File: config.mk
export PLATFORM = sky130hd
export DESIGN_NAME = sense_fault_qualifier
export DESIGN_NICKNAME = d
export VERILOG_FILES = /design/src/rtl/sfq_pkg.sv /design/src/rtl/sfq_delay_map.sv /design/src/rtl/sfq_thr_map.sv /design/src/rtl/sfq_qual_chan.sv /design/src/rtl/sense_fault_qualifier.sv
export SDC_FILE = /design/constraint.sdc
export NUM_CORES = 1
export LEC_CHECK = 0
export ABC_AREA = 1
export BUFFER_PORTS_ARGS = -buffer_cell sky130_fd_sc_hd__buf_2
export CAP_MARGIN = 15
export CORE_ASPECT_RATIO = 1.4
export CORE_MARGIN = 3
export CORE_UTILIZATION = 63
export CTS_BUF_LIST = sky130_fd_sc_hd__clkbuf_4
export DETAILED_ROUTE_END_ITERATION = 10
export PLACE_DENSITY = 0.94
export SETUP_SLACK_MARGIN = 0.3
export SYNTH_ARGS = -nofsm -noshare
export SYNTH_HDL_FRONTEND = slang
export SYNTH_SLANG_ARGS = --single-unit
File: constraint.sdc
create_clock -name clk_i -period 5.4 [get_ports clk_i]
set_input_delay 1.08 -clock clk_i [delete_from_list [all_inputs] [get_ports clk_i]]
set_output_delay 1.08 -clock clk_i [all_outputs]
set_load 0.03 [all_outputs]
File: src/rtl/sfq_pkg.sv
package sfq_pkg;
  localparam int NCLS = 4;

  typedef enum logic [1:0] {
    CLS_OC  = 2'd0,
    CLS_SC1 = 2'd1,
    CLS_SC2 = 2'd2,
    CLS_SCC = 2'd3
  } cls_e;

  // classes that gate the discharge switch
  localparam logic [NCLS-1:0] DSG_MASK = 4'b0111;
  localparam logic [NCLS-1:0] CHG_MASK = 4'b1000;
endpackage

File: src/rtl/sfq_delay_map.sv
module sfq_delay_map
  import sfq_pkg::*;
#(
  parameter int CODE_W   = 4,
  parameter int MS_TICKS = 33,
  parameter int CNT_W    = 10
) (
  input  logic [CODE_W-1:0]           oc_dly_i,
  input  logic [CODE_W-1:0]           sc1_dly_i,
  input  logic [CODE_W-1:0]           sc2_dly_i,
  input  logic [CODE_W-1:0]           scc_dly_i,
  input  logic                        sc_dbl_i,
  output logic [NCLS-1:0][CNT_W-1:0]  lim_o
);
  logic [31:0] oc_t, sc1_t, sc2_t, scc_t;

  always_comb begin
    oc_t  = (32'(oc_dly_i) * 32'd2 + 32'd1) * 32'(MS_TICKS);
    sc1_t = sc_dbl_i ? (32'(sc1_dly_i) << 2) : (32'(sc1_dly_i) << 1);
    sc2_t = sc_dbl_i ? (32'(sc2_dly_i) << 1) : 32'(sc2_dly_i);
    scc_t = 32'(scc_dly_i) << 1;
    lim_o[CLS_OC]  = oc_t[CNT_W-1:0];
    lim_o[CLS_SC1] = sc1_t[CNT_W-1:0];
    lim_o[CLS_SC2] = sc2_t[CNT_W-1:0];
    lim_o[CLS_SCC] = scc_t[CNT_W-1:0];
  end
endmodule

File: src/rtl/sfq_thr_map.sv
module sfq_thr_map #(
  parameter int OC_TW = 5,
  parameter int SC_TW = 3,
  parameter int THR_W = 12
) (
  input  logic                    rng_i,
  input  logic [OC_TW-1:0]        oc_code_i,
  input  logic [SC_TW-1:0]        sc1_code_i,
  input  logic [SC_TW-1:0]        sc2_code_i,
  input  logic [SC_TW-1:0]        scc_code_i,
  output logic [THR_W-1:0]        oc_thr_o,
  output logic [THR_W-1:0]        sc1_thr_o,
  output logic [THR_W-1:0]        sc2_thr_o,
  output logic signed [THR_W-1:0] scc_thr_o
);
  // thresholds in 0.5 mV units
  function automatic logic [THR_W-1:0] sc_mag(input logic [SC_TW-1:0] c, input logic r);
    logic [31:0] v;
    v = r ? (32'd100 + 32'(c) * 32'd50) : (32'd200 + 32'(c) * 32'd100);
    return v[THR_W-1:0];
  endfunction

  logic [31:0]      oc_v;
  logic [THR_W-1:0] scc_mag;

  always_comb begin
    oc_v      = rng_i ? (32'd50 + 32'(oc_code_i) * 32'd5) : (32'd100 + 32'(oc_code_i) * 32'd10);
    oc_thr_o  = oc_v[THR_W-1:0];
    sc1_thr_o = sc_mag(sc1_code_i, rng_i);
    sc2_thr_o = sc_mag(sc2_code_i, rng_i);
    scc_mag   = sc_mag(scc_code_i, rng_i);
    scc_thr_o = -$signed(scc_mag);
  end
endmodule

File: src/rtl/sfq_qual_chan.sv
module sfq_qual_chan #(
  parameter int CNT_W = 10
) (
  input  logic             clk_i,
  input  logic             rst_ni,
  input  logic             tick_i,
  input  logic             clr_i,
  input  logic             flag_i,
  input  logic [CNT_W-1:0] lim_i,
  output logic             trip_o,
  output logic             set_o
);
  logic [CNT_W-1:0] cnt_q;
  logic [CNT_W:0]   cnt_inc;
  logic             trip_q;

  assign cnt_inc = {1'b0, cnt_q} + 1'b1;
  // trips on the max(lim,1)-th consecutive qualified tick
  assign set_o   = tick_i & flag_i & ~trip_q & ~clr_i & (cnt_inc >= {1'b0, lim_i});
  assign trip_o  = trip_q;

  always_ff @(posedge clk_i or negedge rst_ni) begin
    if (!rst_ni) begin
      cnt_q  <= '0;
      trip_q <= 1'b0;
    end else if (clr_i) begin
      cnt_q  <= '0;
      trip_q <= 1'b0;
    end else begin
      if (set_o) trip_q <= 1'b1;
      if (!flag_i) cnt_q <= '0;
      else if (tick_i && !trip_q && !set_o) cnt_q <= cnt_inc[CNT_W-1:0];
    end
  end

  a_r2_trip_needs_tick: assert property (@(posedge clk_i) disable iff (!rst_ni)
    $rose(trip_o) |-> ($past(tick_i) && $past(flag_i)));

  a_r8_trip_holds: assert property (@(posedge clk_i) disable iff (!rst_ni)
    (trip_o && !clr_i) |=> trip_o);

  a_r6_restart_full: assert property (@(posedge clk_i) disable iff (!rst_ni)
    (set_o && !$past(flag_i)) |-> (lim_i <= CNT_W'(1)));

  a_r12_no_tick_no_set: assert property (@(posedge clk_i) disable iff (!rst_ni)
    !tick_i |=> $stable(trip_o) || !trip_o);
endmodule

File: src/rtl/sense_fault_qualifier.sv
module sense_fault_qualifier
  import sfq_pkg::*;
#(
  parameter int CODE_W   = 4,
  parameter int MS_TICKS = 33,
  parameter int OC_TW    = 5,
  parameter int SC_TW    = 3,
  parameter int THR_W    = 12
) (
  input  logic                    clk_i,
  input  logic                    rst_ni,
  input  logic                    tick_i,
  input  logic                    clr_i,
  input  logic [NCLS-1:0]         flag_i,
  input  logic [CODE_W-1:0]       oc_dly_i,
  input  logic [CODE_W-1:0]       sc1_dly_i,
  input  logic [CODE_W-1:0]       sc2_dly_i,
  input  logic [CODE_W-1:0]       scc_dly_i,
  input  logic                    sc_dbl_i,
  input  logic                    rng_i,
  input  logic [OC_TW-1:0]        oc_thr_code_i,
  input  logic [SC_TW-1:0]        sc1_thr_code_i,
  input  logic [SC_TW-1:0]        sc2_thr_code_i,
  input  logic [SC_TW-1:0]        scc_thr_code_i,
  output logic [THR_W-1:0]        oc_thr_o,
  output logic [THR_W-1:0]        sc1_thr_o,
  output logic [THR_W-1:0]        sc2_thr_o,
  output logic signed [THR_W-1:0] scc_thr_o,
  output logic [NCLS-1:0]         fault_o,
  output logic                    dsg_en_o,
  output logic                    chg_en_o,
  output logic                    first_vld_o,
  output logic [1:0]              first_cls_o
);
  localparam int MAX_TICKS = (2 * (2 ** CODE_W - 1) + 1) * MS_TICKS;
  localparam int CNT_W     = $clog2(MAX_TICKS + 1);

  logic [NCLS-1:0][CNT_W-1:0] lim;
  logic [NCLS-1:0]            trip, set;
  logic                       vld_q;
  cls_e                       cls_q, pick;

  sfq_delay_map #(.CODE_W(CODE_W), .MS_TICKS(MS_TICKS), .CNT_W(CNT_W)) i_dmap (
    .oc_dly_i (oc_dly_i),
    .sc1_dly_i(sc1_dly_i),
    .sc2_dly_i(sc2_dly_i),
    .scc_dly_i(scc_dly_i),
    .sc_dbl_i (sc_dbl_i),
    .lim_o    (lim)
  );

  sfq_thr_map #(.OC_TW(OC_TW), .SC_TW(SC_TW), .THR_W(THR_W)) i_tmap (
    .rng_i     (rng_i),
    .oc_code_i (oc_thr_code_i),
    .sc1_code_i(sc1_thr_code_i),
    .sc2_code_i(sc2_thr_code_i),
    .scc_code_i(scc_thr_code_i),
    .oc_thr_o  (oc_thr_o),
    .sc1_thr_o (sc1_thr_o),
    .sc2_thr_o (sc2_thr_o),
    .scc_thr_o (scc_thr_o)
  );

  for (genvar g = 0; g < NCLS; g++) begin : g_chan
    sfq_qual_chan #(.CNT_W(CNT_W)) i_chan (
      .clk_i (clk_i),
      .rst_ni(rst_ni),
      .tick_i(tick_i),
      .clr_i (clr_i),
      .flag_i(flag_i[g]),
      .lim_i (lim[g]),
      .trip_o(trip[g]),
      .set_o (set[g])
    );
  end

  // lowest index wins among simultaneous trips
  always_comb begin
    pick = CLS_OC;
    for (int i = NCLS - 1; i >= 0; i--) begin
      if (set[i]) pick = cls_e'(2'(i));
    end
  end

  always_ff @(posedge clk_i or negedge rst_ni) begin
    if (!rst_ni) begin
      vld_q <= 1'b0;
      cls_q <= CLS_OC;
    end else if (clr_i) begin
      vld_q <= 1'b0;
      cls_q <= CLS_OC;
    end else if (!vld_q && (|set)) begin
      vld_q <= 1'b1;
      cls_q <= pick;
    end
  end

  assign fault_o     = trip;
  assign dsg_en_o    = ~|(trip & DSG_MASK);
  assign chg_en_o    = ~|(trip & CHG_MASK);
  assign first_vld_o = vld_q;
  assign first_cls_o = cls_q;

  a_r7_dsg_off: assert property (@(posedge clk_i) disable iff (!rst_ni)
    (|fault_o[2:0]) |-> !dsg_en_o);

  a_r7_chg_independent: assert property (@(posedge clk_i) disable iff (!rst_ni)
    !fault_o[3] |-> chg_en_o);

  a_r9_vld_tracks_faults: assert property (@(posedge clk_i) disable iff (!rst_ni)
    first_vld_o == (|fault_o));

  a_r9_first_sticky: assert property (@(posedge clk_i) disable iff (!rst_ni)
    (first_vld_o && !clr_i) |=> ($stable(first_cls_o) && first_vld_o));

  a_r11_mirror: assert property (@(posedge clk_i) disable iff (!rst_ni)
    (scc_thr_code_i == sc1_thr_code_i) |-> (scc_thr_o == -$signed(sc1_thr_o)));
endmodule

; ---- After elaboration in Yosys (flattened, before gate mapping)
; Cells that the tools add are included.
[totals]
in_bits = 40
regBits = 47
out_inout_bits = 57
elab_cells = 122
[classes]
eq_ne = 4
multipliers = 9
reduce_logical = 26
bitwise_logic = 21
n_addsub = 14
magnitude_cmp = 4
muxes = 34
[ops]
columns = operator, n
row1 = $mux 10, 12
row2 = $mul 3x5->8 const B, 6
row3 = $mux 12, 4
row4 = $add 10x1->11 const B, 4
row5 = $add 7x9->10 const A, 4
row6 = $add 8x10->11 const A, 3
row7 = $mul 32x6->10 const B, 1
row8 = $ge 11x5->1, 2
row9 = $and 1x1->1, 16
row10 = $mul 5x3->8 const B, 2
row11 = $mux 2, 6
row12 = $ne 3x2->1 const B, 4
row13 = $neg 12->12, 1
row14 = $ge 11x10->1, 1
row15 = $ge 11x6->1, 1
row16 = $logic_not 1->1, 10
row17 = $mux 1, 10
row18 = $reduce_bool 2->1, 5
row19 = $add 6x8->9 const A, 1
row20 = $logic_and 1x1->1, 9
row21 = $add 5x1->6 const B, 1
row22 = $mux 6, 1
row23 = $mux 5, 1
row24 = $not 1->1, 5
row25 = other kinds (2), 2

; ---- Longest topological paths before layout
; Gate-level depths: netlist (run 1).
[logic_depth]
depth_word = 10
ltp_mapped = 20
mapped_depth_nobuf = 20

; ---- Cells and area by module
; A second synthesis (run 1) with hierarchy kept.
[hier_totals]
hier_cells = 954
hier_area_um2 = 6333.6
[modules_own_cells]
columns = module, seq_area_each_um2, n_inst, area_per_inst_um2, cells_each
row1 = sfq_qual_chan at g_chan[1].i_chan ..., 275.3, 3, 1031.0, 149
row2 = sfq_thr_map, 0.0, 1, 1692.9, 280
row3 = sfq_qual_chan at g_chan[0].i_chan, 275.3, 1, 1022.2, 141
row4 = sfq_delay_map, 0.0, 1, 347.8, 60
row5 = sense_fault_qualifier, 75.1, 1, 177.7, 26

; ---- Worst setup path before layout (run 1)
; Ideal clock, no wire load.
[synth_timing]
path_kind = input -> output
start = in oc_thr_code_i[1]
end = out oc_thr_o[6]
required_time_ps = 4320
setup_slack_ps = 1058
arrival_time_ps = 3262
stages = 9
n_path_buf = 0
cell_sequence = ha_1 inv_1 fa_1 inv_1 ha_1 inv_1 o31ai_1 nor2_1 o31ai_1
[synth_between]
elab_chain_cells = 3
word_cells_on_any_way = 5
classes_between = 2 x add/sub / 2 x mul / 1 x mux
[synth_rtl]
columns = element, line
row1 = "start, declared", sense_fault_qualifier.sv:21  ; input logic [OC_TW-1:0] oc_thr_code_i,
row2 = $mul 5x3->8, sfq_thr_map.sv:27  ; oc_v = rng_i ? (32'd50 + 32'(oc_code_i) * 32'd5) : (32'd100 + 32'(oc_code_i) * 32'd10);
row3 = $add 7x9->10 / $add 6x8->9 (equally long branches), sfq_thr_map.sv:27
row4 = $mux 12 *, sfq_thr_map.sv:27
row5 = "end, declared", sense_fault_qualifier.sv:25  ; output logic [THR_W-1:0] oc_thr_o,
; Every way passes the cells marked *; elsewhere a longest branch is shown, timed or not.

; ---- Worst setup path after layout (run 1)
[layout_timing]
start = in oc_thr_code_i[1]
end = out oc_thr_o[7]
; The elaborated chain is that of the path after synthesis.

==> impl_results.md, run 1 <==
- CP dominant cell by count: sky130_fd_sc_hd__inv_1
- Startpoint of the tightest hold check path: g_chan[2].i_chan.cnt_q[9]
- Ratio of final minimum period to clock period: 0.8398
- Post-synth top area cell: sky130_fd_sc_hd__dfrtp_1
- Number of antenna-violating nets in the routed design: 0
- Area taken by multi-input logic gates: between 3000 and 4000 um^2
- Post-layout min period: 4.535 ns
- Ports: slightly below 100
- DR vias: 4789
- Synthesized instance count: 712
- Max-capacitance violation count: 0
- Synth Area per Inst: around 6.9 um^2
- Count of buffers added by post-CTS timing repair for setup: 0
- Data arrival time of the critical path: roughly 3.5 ns
- CTS root buf: sky130_fd_sc_hd__clkbuf_4
- Placed cell count: 885
- Cell row count: 37
- Result of the run: complete, no violations
- Final-stage net count: ~900
- Skew-Pair Late Insertion Delay: roughly 0.38 ns
- H-tree levels: 2
- Pin count of the biggest net entering global routing: 48
- Number of CTS-inserted buffers: 5
- Number of antenna diodes: 0
- Sequential Area: around 1200 um^2
- Synth top area share: 0.2391
- Post-Place Worst Slack: 0.9010 ns
- Cell-by-cell trace of the critical path: buf_2 > ha_1 > inv_1 > fa_1 > inv_1 > ha_1 > nand2_1 > o21ai_0 > inv_1 > nor2_1 > a21oi_1 > xnor2_1 > a22o_1 > buf_2
- Worst Path Required: between 4 and 5 ns
- Maximum number of buffers from clock root to sink: 2
- Final worst setup slack: roughly 0.87 ns
- Clock input transition at the sequential cells of the worst setup and hold paths: 0.14 ns
- Element type at the critical path start: primary input
- Worst reg-to-reg setup slack: 2.63 ns
- Crit Reg-Reg Endpoint: first_vld_o
- Synth Warn #: 0
- Netlist area before placement: 4920 um^2
- CP Max Fanout: 5
- Resize count post-CTS: 0
- DRT Pass-1 Iters: 5
- CTS tree: done
- HPWL Detailed: 9233 um
- Maximum clock frequency: around 0.22 GHz
- Starting density of the core: 0.6601
- Depth of the worst hold-timing path: 2
- # DRC: 0
- Initial antenna violation count: 0
- Setup repair after global routing missed its margin: false
- Sum Neg Setup Slack: 0 ns
- # port buffers: 89
- CTS Sinks: 47
- Count of final max-slew check failures: 0
- GP Congestion: 0.9308
- Setup CP Type: primary input to primary output
- Final Hold Violating Endpoints: 0
- Final non-filler cell total: a little under 900
- Stage delay of the slowest cell on the critical path: slightly above 0.5 ns
- Die H: approximately 110 um
- FF+latch count, synth: 47
- Reg2reg path depth: 17
- Number of hold buffers added after cts: 0
- Endpoints failing setup: 0
- Hold EP: g_chan[2].i_chan.cnt_q[9]
- Layout cells sized above 1: 0.1595
- Iteration-0 DRC Markers: about 240
- Worst Clk Skew: between 0.02 and 0.03 ns
- Sequential-to-total area share from yosys stat: 0.2391
- Slowest cell on crit path: sky130_fd_sc_hd__fa_1
- IR drop worst, VDD: around 130 uV
- Syn-to-layout area delta: 10.76%
- Vias in the first global route: about 4600
- Total congestion overflow after global routing: 0
- Filler cells: between 500 and 600
- Routed length per instance: roughly 12 um
- Worst hold path type: flip-flop to flip-flop
- Sum of routed wire length over all layers: between 10000 and 15000 um
- Die W: 80.69 um
- Endpoint kind of the worst setup timing path: primary output
- Wire length of the first global-routing pass: 18990 um
- Leak: 0.003082 uW
- Most area-consuming cells after synthesis: sky130_fd_sc_hd__dfrtp_1 (24%), sky130_fd_sc_hd__ha_1 (15%), sky130_fd_sc_hd__nand2_1 (13%)
- Tot GR Track Use: 0.2570
- Actual slew at the worst max-slew pin: ~1.0 ns
- Synth unique cells: 46
- Via density: approximately 5.4
- Pwr Density: between 150 and 200 nW/um^2
- Worst relative slew slack: 0.3287
- Launching point of the worst reg2reg path: g_chan[1].i_chan.cnt_q[0]
- Standard cell core area: roughly 7500 um^2
- DIE AREA: 8921 um^2
## state kept, by name, indices dropped and copies added (netlist names)
signal / flops
first_vld_o: 1
g_chan.i_chan.cnt_q: 40
first_cls_o: 2
g_chan.i_chan.trip_o: 4
## synth_stat cells, drive strengths merged
library cell,number
ha,59
buf,15
xnor2,10
nor3,7
dfrtp,47
nand2,171
a31oi,1
clkinv,1
o21bai,2
nor2,74
o22ai,2
conb,1
a21oi,21
fa,2
xor2,31
nand3,55
nand4,9
o31ai,3
mux2i,5
and2,1
nand3b,2
and3,1
clkbuf,5
or2,1
or3b,1
o21ai,58
a22o,1
a21o,1
inv,123
o211ai,2
## where the power goes
group / internal, uW / switching, uW / leakage [uW] / total, uW
clock network: 55.5 / 115 / 0.0000317 / 170
logic: 120 / 264 / 0.00240 / 385
registers: 355 / 4.83 / 0.000654 / 360
total: 531 / 384 / 0.00308 / 915
## metrics by stage
stage	power [uW]	util	area, um^2	hold WS, ns
finish	915.4	0.7311	5449	0.5059
global route	974.8	0.7311	5449	0.5375
CTS	920.0	0.7311	5449	0.5114
detailed placement	750.9	0.7234	5391	0.4915
global placement	737.6	0.7234	5391	0.4875
floorplan	644.8	-	4942	0.4729
## cell families after synthesis
family          share of synthesized area
compound gates                     0.1025
xor+xnor                          0.07299
fa+ha+maj                          0.1582
buf+inv                            0.1200
flops                              0.2391
mux                               0.01272
other cells                     0.0007622
simple gates                       0.2937
## metal layers
metal  vias up  share of wire  track usage
met5         -              0            0
met4         0          0.038       0.1172
met3        39          0.045      0.03100
met2       150           0.53       0.4784
met1      2187           0.39       0.2786
li1       2413              -            -
## worst max path at each step
stage	startpoint	end	depth (start not counted)	slack, ns
floorplan	oc_thr_code_i[1]	oc_thr_o[6]	9	1.06
global placement	oc_thr_code_i[1]	oc_thr_o[7]	14	1.01
detailed placement	oc_thr_code_i[1]	oc_thr_o[7]	14	0.90
CTS	oc_thr_code_i[1]	oc_thr_o[7]	14	0.89
global route	oc_thr_code_i[1]	oc_thr_o[7]	14	0.80
finish	oc_thr_code_i[1]	oc_thr_o[7]	14	0.87
## layout make-up
class	count	area share
multi-input combinational	527	0.5828
sequential	47	0.2158
inverter	124	0.08542
timing repair buffer	90	0.08312
tap	97	0.02227
clock buffer	6	0.008266
clock inverter	2	0.002296
## cell usage in the layout, fill, tap and decap left out, types with 7 or more instances in the layout
cell / netlist / routed
sky130_fd_sc_hd__inv_1: 122 / 122
sky130_fd_sc_hd__nand3_2: 8 / 8
sky130_fd_sc_hd__ha_1: 59 / 59
sky130_fd_sc_hd__nand4_1: 9 / 9
sky130_fd_sc_hd__a21oi_1: 21 / 21
sky130_fd_sc_hd__conb_1: 1 / 7
sky130_fd_sc_hd__nand2_1: 168 / 168
sky130_fd_sc_hd__xor2_1: 31 / 31
sky130_fd_sc_hd__o21ai_0: 52 / 52
sky130_fd_sc_hd__nor2_1: 66 / 66
sky130_fd_sc_hd__dfrtp_1: 47 / 47
sky130_fd_sc_hd__nand3_1: 46 / 46
sky130_fd_sc_hd__xnor2_1: 10 / 10
sky130_fd_sc_hd__buf_2: 1 / 89
## critical path: cells and delay by family
kind / cells / cell delay [ns]
and+or+nand+nor: 2 / 0.21
adders and majority gates: 3 / 1.02
buffers and inverters: 5 / 0.51
xor gates and xnor gates: 1 / 0.13
AOI/OAI and AO/OA: 3 / 0.50
Note: power is estimated with default switching activity, not from simulation.
==> inputs of run 2 (changes only) <==
--- a/config.mk
+++ b/config.mk
@@ -5,15 +5,15 @@
 export SDC_FILE = /design/constraint.sdc
 export NUM_CORES = 1
 export LEC_CHECK = 0
-export ABC_AREA = 1
+export ABC_AREA = 0
 export BUFFER_PORTS_ARGS = -buffer_cell sky130_fd_sc_hd__buf_2
 export CAP_MARGIN = 15
 export CORE_ASPECT_RATIO = 1.4
 export CORE_MARGIN = 3
-export CORE_UTILIZATION = 63
+export CORE_UTILIZATION = 58
 export CTS_BUF_LIST = sky130_fd_sc_hd__clkbuf_4
 export DETAILED_ROUTE_END_ITERATION = 10
-export PLACE_DENSITY = 0.94
+export PLACE_DENSITY = 0.88
 export SETUP_SLACK_MARGIN = 0.3
 export SYNTH_ARGS = -nofsm -noshare
 export SYNTH_HDL_FRONTEND = slang
==> constraint.sdc (replaced) <==
create_clock -name clk_i -period 4.75 [get_ports clk_i]
set_input_delay 0.95 -clock clk_i [delete_from_list [all_inputs] [get_ports clk_i]]
set_output_delay 0.95 -clock clk_i [all_outputs]
set_load 0.03 [all_outputs]
==> impl_results.md, run 2 <==
- Result of the run: complete, no violations
- Async SR Flop Fraction: 1.000
- Die W: about 82 um
- IR drop worst, VDD: about 190 uV
- Number of antenna-violating nets in the routed design: 0
- Pwr Density: about 220 nW/um^2
- Worst hold path type: primary input to async pin
- Final-stage net count: 734
- Filler cells: approximately 600
- Initial antenna violation count: 1
- Standard cell core area: ~8000 um^2
- Skew-Pair Late Insertion Delay: 0.39 ns
- Met3 track utilization from global routing: 0.03852
- Most common cell after layout, fill and taps aside: sky130_fd_sc_hd__buf_2
- Post-synth top area cell: sky130_fd_sc_hd__dfrtp_1
- Data arrival time of the critical path: about 3.4 ns
- HPWL Detailed: roughly 8500 um
- Final Hold Violating Endpoints: 0
- CTS tree: done
- Endpoints failing setup: 0
- Synth Area per Inst: ~8.6 um^2
- Worst reg-to-reg setup slack: ~1.2 ns
- Sum Neg Setup Slack: 0 ns
- Clock input transition at the sequential cells of the worst setup and hold paths: around 0.16 ns
- Routed length per instance: roughly 15 um
- Netlist area before placement: approximately 4700 um^2
- Iteration-0 DRC Markers: approximately 150
- Number of enable-type register cells in the synthesized netlist: 0
- Synthesized instance count: between 500 and 600
- FF+latch count, synth: between 40 and 50
- Most area-consuming cells after synthesis: sky130_fd_sc_hd__dfrtp_1 (25%), sky130_fd_sc_hd__ha_1 (16%), sky130_fd_sc_hd__xor2_1 (5.8%)
- Most used flip-flop cell after synthesis: sky130_fd_sc_hd__dfrtp_1
- Flip-flop count of the largest register after layout: 40
- Endpoint kind of the worst setup timing path: primary output
- Final worst setup slack: between 0.4 and 0.5 ns
- Worst Path Required: around 3.8 ns
- Worst relative slew slack: 0.5183
- Comb power frac: 0.406
- Count of final max-slew check failures: 0
- Global route hottest layer: met2
- H-tree levels: 2
- Placed cell count: 722
- Number of CTS-inserted buffers: 5
- Switching power as a share of total power: 0.3731
- Via density: approximately 5.9
- Synth top area share: 0.2495
- CP Max Fanout: 4
- Worst Clk Skew: ~0.037 ns
- Total congestion overflow after global routing: 0
- Cell row count: 38
- Setup CP Type: primary input to primary output
- Reg2reg path depth: 13
- Vias in the first global route: ~4200
- DRT Pass-1 Iters: 4
- Top register by number of flip-flops: g_chan.i_chan.cnt_q
- Crit Reg-Reg Endpoint: g_chan[0].i_chan.cnt_q[6]
- Max-capacitance violation count: 0
- Actual slew at the worst max-slew pin: 0.7226 ns
- DIE AREA: roughly 9000 um^2
- CTS Sinks: 47
- Top library cells by usage in the layout, fill and taps aside: sky130_fd_sc_hd__buf_2 (87), sky130_fd_sc_hd__ha_1 (58), sky130_fd_sc_hd__dfrtp_1 (47), sky130_fd_sc_hd__nor2_1 (39)
- Setup repair after global routing missed its margin: false
- Ratio of final minimum period to clock period: 0.9059
- Share of total power in the clock network: 0.253
- GP Congestion: around 0.90
- Capturing instance or port of the critical path: scc_thr_o[8]
- Starting density of the core: 0.6010
- Design internal power: approximately 750 uW
- Layout cells sized above 1: 0.2145
- # DRC: 0
- Post-layout min period: ~4.3 ns
- Die H: between 100 and 150 um
- Post-Place Worst Slack: between 0.2 and 0.25 ns
- Met2 global-route usage: 0.4502
- Element type at the critical path start: primary input
- Maximum clock frequency: between 0.2 and 0.25 GHz
- Maximum number of buffers from clock root to sink: 2
- Post-layout power: roughly 1200 uW
- Leak: approximately 0.0028 uW
- Synth Warn #: 0
- Syn-to-layout area delta: 14.97%
- Most instantiated cells after synthesis: sky130_fd_sc_hd__ha_1 (59), sky130_fd_sc_hd__dfrtp_1 (47), sky130_fd_sc_hd__nor2_1 (39)
- Met1 global-route usage: 0.2402
- Tot GR Track Use: 0.2331
- Psw: 447.2 uW
- Sum of routed wire length over all layers: about 11000 um
- Wire length of the first global-routing pass: roughly 18000 um
- Worst setup path startpoint: scc_thr_code_i[1]
- CTS root buf: sky130_fd_sc_hd__clkbuf_4
- DR vias: between 4000 and 5000
- Final non-filler cell total: around 740
- # port buffers: between 80 and 90
- Ports: 97
- Share of power burned in registers: 0.341
- Final core utilization: 0.6909
- Sequential-to-total area share from yosys stat: 0.2495
- Count leader, synth: sky130_fd_sc_hd__ha_1
- Launching point of the worst reg2reg path: g_chan[0].i_chan.cnt_q[0]
- Synth unique cells: 66
- Pin count of the biggest net entering global routing: between 40 and 50
[run 2: cells by family after synthesis]
| logic type | Yosys count | synth area share |
|---|---|---|
| other cells | 1 | 0.0007954 |
| buf+inv | 59 | 0.05600 |
| compound gates | 112 | 0.1590 |
| flops | 47 | 0.2495 |
| mux | 25 | 0.05573 |
| xor+xnor | 57 | 0.1059 |
| fa+ha+maj | 62 | 0.1672 |
| simple gates | 183 | 0.2059 |
[run 2: how the worst min path moves through the flow]
stage                         startpoint                         to  slack (ns)  cells past startpoint
6_report                          rst_ni  g_chan[3].i_chan.cnt_q[6]        0.38                      1
5_1_grt                           rst_ni  g_chan[3].i_chan.cnt_q[6]        0.37                      1
4_1_cts        g_chan[1].i_chan.cnt_q[7]  g_chan[1].i_chan.cnt_q[7]        0.52                      1
3_5_place_dp   g_chan[3].i_chan.cnt_q[7]  g_chan[3].i_chan.cnt_q[7]        0.49                      1
3_3_place_gp   g_chan[3].i_chan.cnt_q[8]  g_chan[3].i_chan.cnt_q[8]        0.47                      1
2_1_floorplan  g_chan[3].i_chan.cnt_q[8]  g_chan[3].i_chan.cnt_q[8]        0.45                      1
[run 2: through the flow]
| stage | hold slack (ns) | area (um^2) |
|---|---|---|
| floorplan | 0.4548 | 4750 |
| global placement | 0.4725 | 5233 |
| detailed placement | 0.4897 | 5233 |
| CTS | 0.5236 | 5345 |
| global route | 0.3746 | 5420 |
| finish | 0.3818 | 5420 |
[run 2: metal layers]
metal	routed length, um	share of wire
met2	6151	0.56
met4	227	0.021
met5	0	0
met3	557	0.050
met1	4095	0.37
[run 2: power groups by stage]
| stage | Clock (uW) | Sequential, uW | Combinational, uW |
|---|---|---|---|
| after floorplan | 0 | 416 | 345 |
| after global placement | 0 | 415 | 457 |
| after detailed placement | 0 | 416 | 471 |
| after CTS | 304 | 408 | 474 |
| after global routing | 323 | 409 | 533 |
| final | 304 | 408 | 487 |
[run 2: critical path, cell delays in order]
cell                       delay, ns
sky130_fd_sc_hd__buf_2          0.09
sky130_fd_sc_hd__inv_1          0.08
sky130_fd_sc_hd__ha_4           0.27
sky130_fd_sc_hd__inv_1          0.05
sky130_fd_sc_hd__ha_1           0.30
sky130_fd_sc_hd__a311o_1        0.34
sky130_fd_sc_hd__or3b_2         0.23
sky130_fd_sc_hd__o221ai_2       0.09
sky130_fd_sc_hd__buf_4          0.17
sky130_fd_sc_hd__nor4_4         0.29
sky130_fd_sc_hd__buf_4          0.17
sky130_fd_sc_hd__xor2_1         0.15
sky130_fd_sc_hd__buf_4          0.18
[run 2: cell type report]
cell class / instances / area [um^2] / share of cell area
Timing Repair Buffer: 100 / 545.5 / 0.1006
Clock inverter: 2 / 60.06 / 0.01108
Tap cell: 100 / 125.1 / 0.02308
Clock buffer: 6 / 45.04 / 0.008310
Sequential cell: 47 / 1176 / 0.2170
Antenna cell: 1 / 2.502 / 0.0004617
Inverter: 33 / 123.9 / 0.02285
Multi-Input combinational cell: 446 / 3342 / 0.6166
[run 2: what timing repair did]
action | CTS | global route
pin swaps | 0 | 3
buffers inserted | 0 | 2
resized for setup | 2 | 5
hold buffers | 0 | 0
endpoints found under the setup margin | 1 | 3
